[src/rtl/tick_timer_pkg.sv]
// Shared constants for the timer bank: register offsets and control bits.
package tick_timer_pkg;
    localparam int NUM_CH       = 3;
    localparam int BUS_W        = 32;
    localparam int CH_STRIDE    = 32;
    localparam int OFS_LOAD     = 0;
    localparam int OFS_VALUE    = 4;
    localparam int OFS_CTRL     = 8;
    localparam int OFS_CLEAR    = 12;
    localparam int FREE_LO_ADR  = 96;
    localparam int FREE_HI_ADR  = 100;
    localparam int CTRL_EN_BIT  = 7;
    localparam int CTRL_PER_BIT = 6;
    localparam int FREE_EN_BIT  = 8;
endpackage

[src/rtl/tick_timer_chan.sv]
// One reloadable down-counter channel.
// Assumes: tick is a one-cycle enable pulse; the write strobes are already decoded.
module tick_timer_chan #(
    parameter int W = 16
) (
    input  logic         clk,
    input  logic         rst_n,
    input  logic         tick,
    input  logic         wr_load,
    input  logic         wr_ctrl,
    input  logic         wr_clr,
    input  logic [W-1:0] wdata,
    input  logic         en_in,
    input  logic         per_in,
    output logic [W-1:0] load_q,
    output logic [W-1:0] count_q,
    output logic         en_q,
    output logic         per_q,
    output logic         irq_q
);
    logic pend_q;

    // Control, load, count, reload-pending and interrupt state.
    always_ff @(posedge clk) begin
        if (!rst_n) begin
            load_q  <= '0;
            count_q <= '0;
            en_q    <= 1'b0;
            per_q   <= 1'b0;
            irq_q   <= 1'b0;
            pend_q  <= 1'b0;
        end else begin
            if (wr_ctrl) begin
                en_q  <= en_in;
                per_q <= per_in;
            end
            if (wr_clr) begin
                irq_q <= 1'b0;
            end
            if (tick && en_q) begin
                if (pend_q) begin
                    count_q <= load_q;
                    pend_q  <= 1'b0;
                end else if (count_q == '0) begin
                    count_q <= per_q ? load_q : '1;
                    irq_q   <= 1'b1;
                end else begin
                    count_q <= count_q - 1'b1;
                end
            end
            if (wr_load) begin
                load_q <= wdata;
                if (en_q) begin
                    pend_q <= 1'b1;
                end else begin
                    count_q <= wdata;
                end
            end
        end
    end
endmodule

[src/rtl/tick_timer_free.sv]
// Wide up-counting free-running counter with a presettable low and high word.
// Assumes: FREE_W is between 33 and 40, so the high part fits below the enable bit.
module tick_timer_free #(
    parameter int FREE_W = 40
) (
    input  logic              clk,
    input  logic              rst_n,
    input  logic              tick,
    input  logic              wr_lo,
    input  logic              wr_hi,
    input  logic [31:0]       wdata,
    output logic [FREE_W-1:0] cnt_q,
    output logic              en_q
);
    import tick_timer_pkg::*;
    localparam int HI_W = FREE_W - 32;

    // Count and enable; a bus write takes priority over a tick.
    always_ff @(posedge clk) begin
        if (!rst_n) begin
            cnt_q <= '0;
            en_q  <= 1'b0;
        end else if (wr_hi) begin
            cnt_q[FREE_W-1:32] <= wdata[HI_W-1:0];
            en_q               <= wdata[FREE_EN_BIT];
        end else if (wr_lo) begin
            cnt_q[31:0] <= wdata;
        end else if (tick && en_q) begin
            cnt_q <= cnt_q + 1'b1;
        end
    end
endmodule

[src/rtl/tick_timer_bank.sv]
// Timer bank top: address decode, three down-counter channels and one free counter.
// Assumes: byte addresses are word aligned; reads are combinational.
module tick_timer_bank #(
    parameter int NARROW_W = 16,
    parameter int WIDE_W   = 32,
    parameter int FREE_W   = 40,
    parameter int ADDR_W   = 8
) (
    input  logic              clk,
    input  logic              rst_n,
    input  logic              wr_en,
    input  logic [ADDR_W-1:0] addr,
    input  logic [31:0]       wdata,
    output logic [31:0]       rdata,
    input  logic              slow_tick,
    input  logic              fast_tick,
    output logic [2:0]        irq_o
);
    import tick_timer_pkg::*;

    logic [31:0]       ld_rd  [NUM_CH];
    logic [31:0]       cnt_rd [NUM_CH];
    logic [NUM_CH-1:0] en_rd;
    logic [NUM_CH-1:0] per_rd;
    logic [FREE_W-1:0] free_cnt;
    logic              free_en;

    for (genvar i = 0; i < NUM_CH; i++) begin : g_ch
        localparam int CW = (i == NUM_CH - 1) ? WIDE_W : NARROW_W;
        localparam int BASE = i * CH_STRIDE;
        logic [CW-1:0] ld_w;
        logic [CW-1:0] cnt_w;
        logic          wr_ld_w, wr_ct_w, wr_cl_w;

        // Per-channel write decode.
        always_comb begin
            wr_ld_w = wr_en && (addr == ADDR_W'(BASE + OFS_LOAD));
            wr_ct_w = wr_en && (addr == ADDR_W'(BASE + OFS_CTRL));
            wr_cl_w = wr_en && (addr == ADDR_W'(BASE + OFS_CLEAR));
        end

        tick_timer_chan #(.W(CW)) u_chan (
            .clk     (clk),
            .rst_n   (rst_n),
            .tick    (slow_tick),
            .wr_load (wr_ld_w),
            .wr_ctrl (wr_ct_w),
            .wr_clr  (wr_cl_w),
            .wdata   (wdata[CW-1:0]),
            .en_in   (wdata[CTRL_EN_BIT]),
            .per_in  (wdata[CTRL_PER_BIT]),
            .load_q  (ld_w),
            .count_q (cnt_w),
            .en_q    (en_rd[i]),
            .per_q   (per_rd[i]),
            .irq_q   (irq_o[i])
        );

        assign ld_rd[i]  = 32'(ld_w);
        assign cnt_rd[i] = 32'(cnt_w);
    end

    logic wr_free_lo, wr_free_hi;

    // Free counter write decode.
    always_comb begin
        wr_free_lo = wr_en && (addr == ADDR_W'(FREE_LO_ADR));
        wr_free_hi = wr_en && (addr == ADDR_W'(FREE_HI_ADR));
    end

    tick_timer_free #(.FREE_W(FREE_W)) u_free (
        .clk   (clk),
        .rst_n (rst_n),
        .tick  (fast_tick),
        .wr_lo (wr_free_lo),
        .wr_hi (wr_free_hi),
        .wdata (wdata),
        .cnt_q (free_cnt),
        .en_q  (free_en)
    );

    // Read multiplexer; unmapped and clear addresses return zero.
    always_comb begin
        rdata = '0;
        for (int i = 0; i < NUM_CH; i++) begin
            if (addr == ADDR_W'(i * CH_STRIDE + OFS_LOAD))  rdata = ld_rd[i];
            if (addr == ADDR_W'(i * CH_STRIDE + OFS_VALUE)) rdata = cnt_rd[i];
            if (addr == ADDR_W'(i * CH_STRIDE + OFS_CTRL))
                rdata = (32'(en_rd[i]) << CTRL_EN_BIT) | (32'(per_rd[i]) << CTRL_PER_BIT);
        end
        if (addr == ADDR_W'(FREE_LO_ADR)) rdata = free_cnt[31:0];
        if (addr == ADDR_W'(FREE_HI_ADR))
            rdata = 32'(free_cnt[FREE_W-1:32]) | (32'(free_en) << FREE_EN_BIT);
    end
endmodule

[config.mk]
export PLATFORM = sky130hd
export DESIGN_NAME = tick_timer_bank
export DESIGN_NICKNAME = d
export VERILOG_FILES = /design/src/rtl/tick_timer_pkg.sv /design/src/rtl/tick_timer_chan.sv /design/src/rtl/tick_timer_free.sv /design/src/rtl/tick_timer_bank.sv
export SDC_FILE = /design/constraint.sdc
export NUM_CORES = 1
export LEC_CHECK = 0
export BUFFER_PORTS_ARGS = -buffer_cell sky130_fd_sc_hd__buf_2
export CAP_MARGIN = 40
export CELL_PAD_IN_SITES_DETAIL_PLACEMENT = 1
export CELL_PAD_IN_SITES_GLOBAL_PLACEMENT = 1
export CORE_AREA = 2 2 173 175
export CTS_CLUSTER_SIZE = 10
export DETAILED_ROUTE_END_ITERATION = 8
export DIE_AREA = 0 0 175 177
export GPL_ROUTABILITY_DRIVEN = 1
export HOLD_SLACK_MARGIN = 0.08
export MAX_ROUTING_LAYER = met4
export PLACE_DENSITY_LB_ADDON = 0.1
export SLEW_MARGIN = 40
export SYNTH_ARGS = -nofsm -noshare
export SYNTH_HDL_FRONTEND = slang
export SYNTH_HIERARCHICAL = 1
export SYNTH_SLANG_ARGS = --single-unit
[constraint.sdc]
create_clock -name clk -period 3.2 [get_ports clk]
set_clock_uncertainty 0.1 [all_clocks]
set_input_delay 0.48 -clock clk [delete_from_list [all_inputs] [get_ports clk]]
set_output_delay 0.48 -clock clk [all_outputs]
set_load 0.03 [all_outputs]
==> results.rst <==
.. list-table::
   :header-rows: 1

   * - Metric
     - Value
   * - Maximum clock path buffer count
     - 2
   * - Commonest cells post-synth
     - dfxtp_1, nor2_1, mux2i_1
   * - Kind of critical path
     - input port to output pin
   * - Dominant register cell in the synthesized netlist
     - dfxtp_1
   * - Buffer type at the clock tree root
     - clkbuf_16
   * - Status
     - completed
   * - Most used standard cell by instance count after synthesis
     - dfxtp_1
   * - Minimum setup slack in the final design
     - 0.00684 ns
   * - FILL cells
     - 3516
   * - Final routed wire length divided by cell count
     - 24.6 um
   * - Min-delay worst type
     - input port to register
   * - Launch point of the worst hold path
     - wdata[17]
   * - Maximum frequency from static timing analysis
     - 313 MHz
   * - R2r setup slk
     - 0.26 ns
   * - Clk sink count
     - 181
   * - Vias in the first global route
     - 11700
   * - Gates resized, CTS repair
     - 2
   * - Number of levels the H-tree was split into
     - 4
   * - Highest-delay cell along the critical path
     - or4_1
   * - Count of flip-flops with a built-in enable after synthesis
     - 0
   * - Worst ir drop on vdd
     - 355 uV
   * - Type of destination of the critical path
     - output pin
   * - Relative slew slack
     - 0.506
   * - CTS Hold Bufs
     - 0
   * - Required time worst endpoint
     - 2.62 ns
   * - Worst Hold Endpoint
     - u_free/cnt_q[17]
   * - Port Buffer Count
     - 79
   * - Shortest period the worst path allows
     - 3.19 ns
   * - Synthesis-to-finish area growth
     - 13.7%
   * - Power density over the cells
     - 354 nW/um2
   * - Final cycle utilization of the critical path
     - 0.998
   * - Initial core utilization
     - 0.412
   * - Cells taking the most area after synthesis
     - dfxtp_1, mux2i_1, nor2b_1
   * - Post-route ant nets
     - 0
   * - Setup-violating endpoint count in the final report
     - 0
   * - Count of state elements after synthesis
     - 181
   * - I/O pin total
     - 80
   * - Critical path data arrival time
     - 2.61 ns
   * - Total non-filler cell area in the finished layout
     - 13700 um2
   * - Number of slew-limit violations in the final report
     - 0
   * - Worst flop-to-flop path endpoint
     - u_free/cnt_q[39]
   * - Chain of cells forming the critical path
     - buf_2 -> buf_4 -> or4_1 -> or3_1 -> nor2_1 -> a2111oi_2 -> buf_4 -> o211ai_1 -> buf_2
   * - Vias per std cell
     - 6.27
   * - Syn_nets
     - 1535
   * - Total chip power
     - 4.85 mW
   * - # rows
     - 63
   * - Vias after detailed routing
     - 12200
   * - Critical path launch point type
     - input port
   * - Pin count of the biggest net entering global routing
     - 166
   * - Total Die Area
     - 31000 um2
   * - Final antenna diode count
     - 0
   * - Final standard cell utilization of the core
     - 0.469
   * - Worst Setup Slack post-DPL
     - -0.127 ns
   * - Share of synthesized flip-flops with an asynchronous set or reset
     - 0
   * - RSZ-0062 raised after global routing
     - false
   * - Sequential-to-total area share from yosys stat
     - 0.301
   * - Ratio of cells with drive above 1 in the final layout
     - 0.159
   * - Number of setup buffers added after CTS
     - 0
   * - Core ar.
     - 29200 um2
   * - Remaining routing DRC violations
     - 0
   * - Static leakage
     - 4.85 nW
   * - Hold Path Cell Cnt
     - 3
   * - Worst reg-to-reg path cell count
     - 5
   * - Worst-Skew Late Latency
     - 0.45 ns
   * - First-pass detailed-route iteration total
     - 5
   * - Number of distinct library cells after synthesis
     - 80
   * - Number of buffers added by the clock tree synthesis step
     - 17
   * - Antenna violations before repair
     - 0
   * - Measured slew at the worst slew-check pin
     - 0.735 ns
   * - Die Y
     - 177 um
   * - Combined area of all synthesized cells
     - 12100 um2
   * - CTS clk-pin slew, worst paths
     - 0.07 ns
   * - Worst reg2reg path startpoint
     - u_free/cnt_q[1]
   * - Number of nets in the finished design
     - 1598
   * - Warnings from Yosys
     - 6
   * - Crit path max fanout
     - 4
   * - First-pass GRT wire length
     - 72300 um
   * - Total wire length
     - 47800 um
   * - Iteration-0 DRC count of the detailed router
     - 833
   * - Cell area reported after detailed placement
     - 13100 um2
   * - Area share of the largest cell type after synthesis
     - 0.301
   * - Clock tree from TritonCTS
     - built
   * - Cell count after synthesis
     - 1483
   * - Final weighted congestion in routability-driven placement
     - 0.950
   * - Total of max-cap violations
     - 0
   * - Global-route usage over all layers
     - 0.314
   * - Chip width
     - 175 um
   * - HPWL after detailed placement
     - 34200 um
   * - Largest area contributor in the netlist
     - dfxtp_1
   * - Longest individual stage delay on the worst path
     - 0.52 ns
   * - Final Hold Vio Count
     - 0
   * - Avg Cell Area, Syn
     - 8.13 um2
   * - GRT overflow
     - 0
registers in the layout, indices dropped and copies added, names as in the netlist:
name                 flops
g_ch.u_chan/count_q     64
g_ch.u_chan/load_q      64
u_free/en_q              1
g_ch.u_chan/pend_q       3
g_ch.u_chan/per_q        3
u_free/cnt_q            40
g_ch.u_chan/en_q         3
g_ch.u_chan/irq_q        3
layout by cell type, fill, tap and decap left out, types with 11 or more instances in the layout:
cell	synthesis	routed
a211oi_1	40	40
a21oi_1	59	58
a221oi_1	12	12
a31oi_1	14	14
and3_1	12	12
buf_2	20	78
buf_4	1	63
clkbuf_16	0	17
dfxtp_1	181	181
inv_1	26	26
mux2_2	23	23
mux2i_1	115	114
nand2_1	113	112
nand2b_1	16	16
nand3_1	33	33
nand4_1	25	25
nor2_1	136	133
nor2b_1	97	97
nor3_1	35	34
nor4_1	12	11
o211ai_1	11	11
o21a_1	20	20
o21ai_0	91	91
o221ai_1	57	57
o22ai_1	31	31
xnor2_1	24	24
xor2_1	24	24
how the worst max path moves through the flow:
| stage | startpoint | end | slack, ns |
|---|---|---|---|
| floorplan | addr[7] | g_ch[2].u_chan/load_q[12] | 0.11 |
| global placement | addr[2] | rdata[7] | -0.10 |
| detailed placement | addr[2] | rdata[7] | -0.13 |
| CTS | addr[1] | rdata[15] | 0.005 |
| global route | addr[2] | rdata[7] | 0.006 |
| finish | addr[6] | rdata[7] | 0.007 |
layer usage:
layer	track usage	vias to the layer above	wire [um]
met5	-	-	0
met4	0.0719	0	809
met3	0.0496	38	2780
met2	0.477	352	21300
met1	0.438	6160	23000
li1	-	5665	-
through the flow:
step | setup TNS (ns) | hold slack, ns | std cells
2_1_floorplan | 0 | 0.336 | 1483
6_report | 0 | 0.262 | 1948
5_1_grt | 0 | 0.257 | 1948
4_1_cts | 0 | 0.236 | 1948
3_5_place_dp | -0.140 | 0.373 | 1917
3_3_place_gp | -0.102 | 0.370 | 1917
worst max-delay path, delay by kind of cell:
kind	cells	cell delay (ns)
and+or+nand+nor	3	1.05
buffers and inverters	4	0.66
AOI/OAI and AO/OA	2	0.41
layout make-up:
class,count,area [um2],area share
Multi-Input combinational cell,1172,7920,0.578
Sequential cell,181,3620,0.264
Timing Repair Buffer,147,991,0.0723
Tap cell,390,488,0.0356
Clock buffer,21,460,0.0336
Clock inverter,10,121,0.00886
Inverter,27,101,0.00739
report_power, final:
part           switching [mW]  leakage (nW)  internal, mW
registers              0.0210          1.46          2.26
logic                   0.258          3.11         0.126
clock network           0.987         0.284          1.20
kinds of logic after synthesis:
family                     share of synthesized area
and+or+nand+nor                                0.258
buffers and inverters                         0.0466
muxes                                          0.117
DFF                                            0.301
xor gates and xnor gates                      0.0349
AOI/OAI and AO/OA                              0.236
adders and majority gates                    0.00727
Power figures use the tool's default switching activity.
